File: src/rtl/flash_cmd_if.sv
module flash_cmd_if #(
  parameter int AW        = 8,
  parameter int DW        = 16,
  parameter int BLK_BITS  = 3,
  parameter int BOOT_BLKS = 2,
  parameter int NBLK      = 1 << BLK_BITS
) (
  input  logic            clk,
  input  logic            rst_n,
  input  logic            wr_en,
  input  logic [AW-1:0]   wr_addr,
  input  logic [DW-1:0]   wr_data,
  input  logic [DW-1:0]   arr_rdata,
  output logic [DW-1:0]   rd_data,
  input  logic            vpp_ok,
  input  logic            wp_n,
  input  logic [NBLK-1:0] lock_bits,
  input  logic            seq_busy,
  output logic            seq_req,
  output logic            seq_op,
  output logic [AW-1:0]   seq_addr,
  output logic [DW-1:0]   seq_data,
  output logic [NBLK-1:0] seq_mask,
  output logic            ry_by
);

  typedef enum logic [1:0] {ST_IDLE = 2'd0, ST_PROG = 2'd1, ST_CHIP = 2'd2} st_t;

  localparam logic [7:0] C_ARRAY = 8'hFF;
  localparam logic [7:0] C_STAT  = 8'h70;
  localparam logic [7:0] C_CLR   = 8'h50;
  localparam logic [7:0] C_PROG  = 8'h40;
  localparam logic [7:0] C_PROG2 = 8'h10;
  localparam logic [7:0] C_CHIP  = 8'h30;
  localparam logic [7:0] C_CONF  = 8'hD0;

  st_t st;
  logic rd_stat;
  logic e_ers, e_prg, e_vpp, e_lck;
  logic [NBLK-1:0] eff_lock;
  logic [BLK_BITS-1:0] blk;
  logic accept;
  logic [7:0] cmd;
  logic [7:0] stat8;

  for (genvar i = 0; i < NBLK; i++) begin : g_lock
    assign eff_lock[i] = lock_bits[i] | ((i < BOOT_BLKS) & ~wp_n);
  end

  assign blk    = wr_addr[AW-1 -: BLK_BITS];
  assign accept = wr_en & ~seq_busy;
  assign cmd    = wr_data[7:0];
  assign stat8  = {~seq_busy, 1'b0, e_ers, e_prg, e_vpp, 1'b0, e_lck, 1'b0};
  assign rd_data = rd_stat ? {{(DW-8){1'b0}}, stat8} : arr_rdata;
  assign ry_by  = ~seq_busy;

  always_ff @(posedge clk) begin
    if (!rst_n) begin
      st       <= ST_IDLE;
      rd_stat  <= 1'b0;
      e_ers    <= 1'b0;
      e_prg    <= 1'b0;
      e_vpp    <= 1'b0;
      e_lck    <= 1'b0;
      seq_req  <= 1'b0;
      seq_op   <= 1'b0;
      seq_addr <= '0;
      seq_data <= '0;
      seq_mask <= '0;
    end else begin
      seq_req <= 1'b0;
      if (accept) begin
        case (st)
          ST_IDLE: begin
            case (cmd)
              C_ARRAY: rd_stat <= 1'b0;
              C_STAT:  rd_stat <= 1'b1;
              C_CLR: begin
                e_ers <= 1'b0;
                e_prg <= 1'b0;
                e_vpp <= 1'b0;
                e_lck <= 1'b0;
              end
              C_PROG, C_PROG2: begin
                st      <= ST_PROG;
                rd_stat <= 1'b1;
              end
              C_CHIP: begin
                st      <= ST_CHIP;
                rd_stat <= 1'b1;
              end
              default: ;
            endcase
          end
          ST_PROG: begin
            st      <= ST_IDLE;
            rd_stat <= 1'b1;
            if (!vpp_ok) begin
              e_vpp <= 1'b1;
              e_prg <= 1'b1;
            end else if (eff_lock[blk]) begin
              e_lck <= 1'b1;
              e_prg <= 1'b1;
            end else begin
              seq_req  <= 1'b1;
              seq_op   <= 1'b0;
              seq_addr <= wr_addr;
              seq_data <= wr_data;
            end
          end
          ST_CHIP: begin
            st      <= ST_IDLE;
            rd_stat <= 1'b1;
            if (cmd != C_CONF) begin
              e_ers <= 1'b1;
              e_prg <= 1'b1;
            end else if (!vpp_ok) begin
              e_vpp <= 1'b1;
              e_ers <= 1'b1;
            end else if (&eff_lock) begin
              e_lck <= 1'b1;
              e_ers <= 1'b1;
            end else begin
              seq_req  <= 1'b1;
              seq_op   <= 1'b1;
              seq_mask <= ~eff_lock;
            end
          end
          default: st <= ST_IDLE;
        endcase
      end
    end
  end

endmodule

File: config.mk
export PLATFORM = sky130hd
export DESIGN_NAME = flash_cmd_if
export DESIGN_NICKNAME = d
export VERILOG_FILES = /design/src/rtl/flash_cmd_if.sv
export SDC_FILE = /design/constraint.sdc
export NUM_CORES = 1
export LEC_CHECK = 0
export BUFFER_PORTS_ARGS = -buffer_cell sky130_fd_sc_hd__buf_2
export CAP_MARGIN = 20
export CELL_PAD_IN_SITES_DETAIL_PLACEMENT = 1
export CELL_PAD_IN_SITES_GLOBAL_PLACEMENT = 1
export CORE_MARGIN = 2
export CORE_UTILIZATION = 35
export DETAILED_ROUTE_END_ITERATION = 12
export GPL_ROUTABILITY_DRIVEN = 0
export GPL_TIMING_DRIVEN = 0
export PLACE_DENSITY_LB_ADDON = 0.1
export SLEW_MARGIN = 20
export SYNTH_ARGS = -nofsm -noshare
export SYNTH_HDL_FRONTEND = slang
export SYNTH_SLANG_ARGS = --single-unit
File: constraint.sdc
create_clock -name clk -period 6.2 [get_ports clk]
set_input_delay 1.24 -clock clk [delete_from_list [all_inputs] [get_ports clk]]
set_output_delay 1.24 -clock clk [all_outputs]
set_load 0.02 [all_outputs]
==> results.cfg <==
[layout]
final.fill_count = 762
finalNetCount = 396
layout_common_cells = buf_2, dfxtp_1, nor2b_1
layout-drive-gt1-share_pct = 37.17
final_cells = 414
register_area_um2 = 820.8
layout_commonest_cell = buf_2
area_growth_pct = 34.06
diodes = 0
multi_input_area_um2 = 1219

[cts]
insertion_delay_ns = 0.30
cts-buffers-inserted = 5
cts_max_level = 2
clock_sinks = 41
cts-root-buf = clkbuf_8
cts_resized = 0
clock_path_buffers = 2
cts_tree = built
post_cts_buffers = 0
ctsHoldBuffers = 0
path_clk_slew_ns = 0.09

[global_routing]
antenna_found_initial = 0
grt_overflow = 0
grt.total_usage_pct = 17.68
grt_pass1_wl_um = 9156
grt_pass1_vias = 1971
grt_max_degree = 14

[floorplan]
row_count = 28
io_pins = 105
die_w_um = 81.96
dieArea_um2 = 6717
initial_core_util_pct = 36.14
die-height_um = 81.96
coreArea_um2 = 5886

[power]
leakagePower_uw = 0.001468
ir_worst_vdd_mv = 0.1110
powerDensity_nw_per_um2 = 195.0

[timing]
finalWorstPathRequiredPeriod_ns = 3.017
worstMarginPinSlew_ns = 0.6414
fin_tns_setup_ns = 0
hold_viol = 0
finalSetupViolCount = 0
grt_setup_unrepaired = false
fin_crit_sh_pct = 48.65
skew_ns = 0.006736
slew_violations = 0
slew_headroom_pct = 56.89
max_freq_mhz = 331.5

[drt]
antenna_left = 0
viasPerCell = 4.952
drt-pass1-iter-count = 4
num_vias = 2050
drc = 0
wirelength_um = 5823
wl_per_cell_um = 14.07
drt-initial-drc-count = 68

[min_path]
worstHoldStart = e_prg
hold_depth = 2
hold_end = e_prg
min_path_type = flop to flop

[setup_path]
end_kind = flop
cpMaxStageDelayCell = nor4_2
cp.required_ns = 6.39
r2r_slack_ns = 4.04
worstPathCellList = buf_2 -> nor4_1 -> nand3_1 -> nor4_2 -> buf_2 -> nand2_1 -> o211a_1
crit_top_cell = buf_2
crit_fanout = 10
r2r_start = st[0]
max_stage_delay_ns = 0.66
timing.rr.end = seq_mask[3]
critical_path_class = input port to flop
r2r_cells = 8
cp-start-kind = input port
critPathArrivalTime_ns = 3.21

[logic_synthesis]
synthTopCellsByArea = dfxtp_1, mux2i_1, nor2b_1
yosysTopAreaCell = dfxtp_1
synthCells = 229
ys_ff_latch = 41
synth-compound-area-share_pct = 12.71
synth_xor_area_share_pct = 0.8235
synthMuxAreaShare_pct = 16.88
synth_ff_type = dfxtp_1
synth-edff-count = 0
synth_top_area_share_pct = 38.59
synth_top_family_by_area = simple AND/OR/NAND/NOR gates
async_reset_ff_share_pct = 0
synthSimpleGateAreaFrac_pct = 24.53
ys_types = 40
avgSynthCellArea_um2 = 9.288
synth_warnings = 0
synthAdderAreaFrac_pct = 2.353
ys_seq_area_share_pct = 38.59
syn_area_um2 = 2127
syn_nets = 287

[status]
status = complete, no violations

[run]
maxCapViolCount = 0

[placement]
dpl.cell_count = 406
portBuffers = 102
dp_hpwl_um = 4538
## metal layers
metal / global-route usage (%) / part of all wire [%] / routed length, µm
met1: 21.22 / 44 / 2536
met2: 30.57 / 48 / 2818
met3: 4.615 / 6.8 / 395
met4: 5.833 / 1.3 / 73
met5: 0 / 0 / 0
## power breakdown
group | switching [µW] | internal [µW] | leakage (µW)
registers | 0.0467 | 263 | 0.000330
clock network | 100 | 131 | 0.0000574
logic | 33.4 | 28.4 | 0.00108
## sequential cells by signal (all words and copies together) (netlist names)
| signal | count |
|---|---|
| seq_addr | 8 |
| rd_stat | 1 |
| e_lck | 1 |
| e_ers | 1 |
| seq_mask | 8 |
| st | 2 |
| e_prg | 1 |
| seq_req | 1 |
| e_vpp | 1 |
| seq_op | 1 |
| seq_data | 16 |
## critical path: cells and delay by family
kind / cells / cell delay [ns]
buffers and inverters: 2 / 0.44
AND/OR/NAND/NOR: 4 / 1.41
AO/OA/AOI/OAI: 1 / 0.12
## synth_stat cells, types with 5 or more instances
cell type / n
nor3_1: 5
a21oi_1: 5
mux2_2: 7
o211a_1: 6
clkbuf_1: 12
mux2i_1: 28
inv_1: 6
nor2b_1: 39
nand2_1: 17
nor2_1: 8
dfxtp_1: 41
o21ai_0: 6
## per-stage QoR
step	util (%)	setup slack, ns	power (µW)	hold WS [ns]	instance area [µm²]
floorplan	-	3.251	300.2	0.4313	2127
finish	48.45	3.183	556.0	0.4757	2851
detailed placement	46.41	2.817	331.8	0.4625	2731
global placement	46.41	2.858	330.8	0.4512	2731
global route	48.45	2.974	579.6	0.5023	2851
CTS	48.45	3.120	565.7	0.4830	2851
## layout make-up
cell class	count	area share [%]
Clock buffer	6	2.896
Tap cell	75	3.291
Buffer	16	2.282
Multi-Input combinational cell	166	42.74
Inverter	6	0.7898
Sequential cell	41	28.78
Timing Repair Buffer	102	17.90
Clock inverter	2	1.316
## logic make-up (layout without fill, tap and decap cells)
family / Yosys count / count (layout)
simple gates: 91 / 91
flops: 41 / 41
mux: 35 / 35
compound gates: 34 / 34
buf+inv: 22 / 132
fa+ha+maj: 4 / 4
xor+xnor: 2 / 2
## worst max-delay path by stage
stage               slack [ns]  startpoint  cells past startpoint           to
global placement          2.86  wr_data[0]                      7  seq_mask[4]
CTS                       3.12  wr_data[0]                      7  seq_mask[3]
global route              2.97  wr_data[0]                      7  seq_mask[3]
floorplan                 3.25  wr_data[0]                      5      rd_stat
finish                    3.18  wr_data[0]                      7  seq_mask[3]
detailed placement        2.82  wr_data[0]                      7  seq_mask[5]
(Power assumes the default switching activity.)
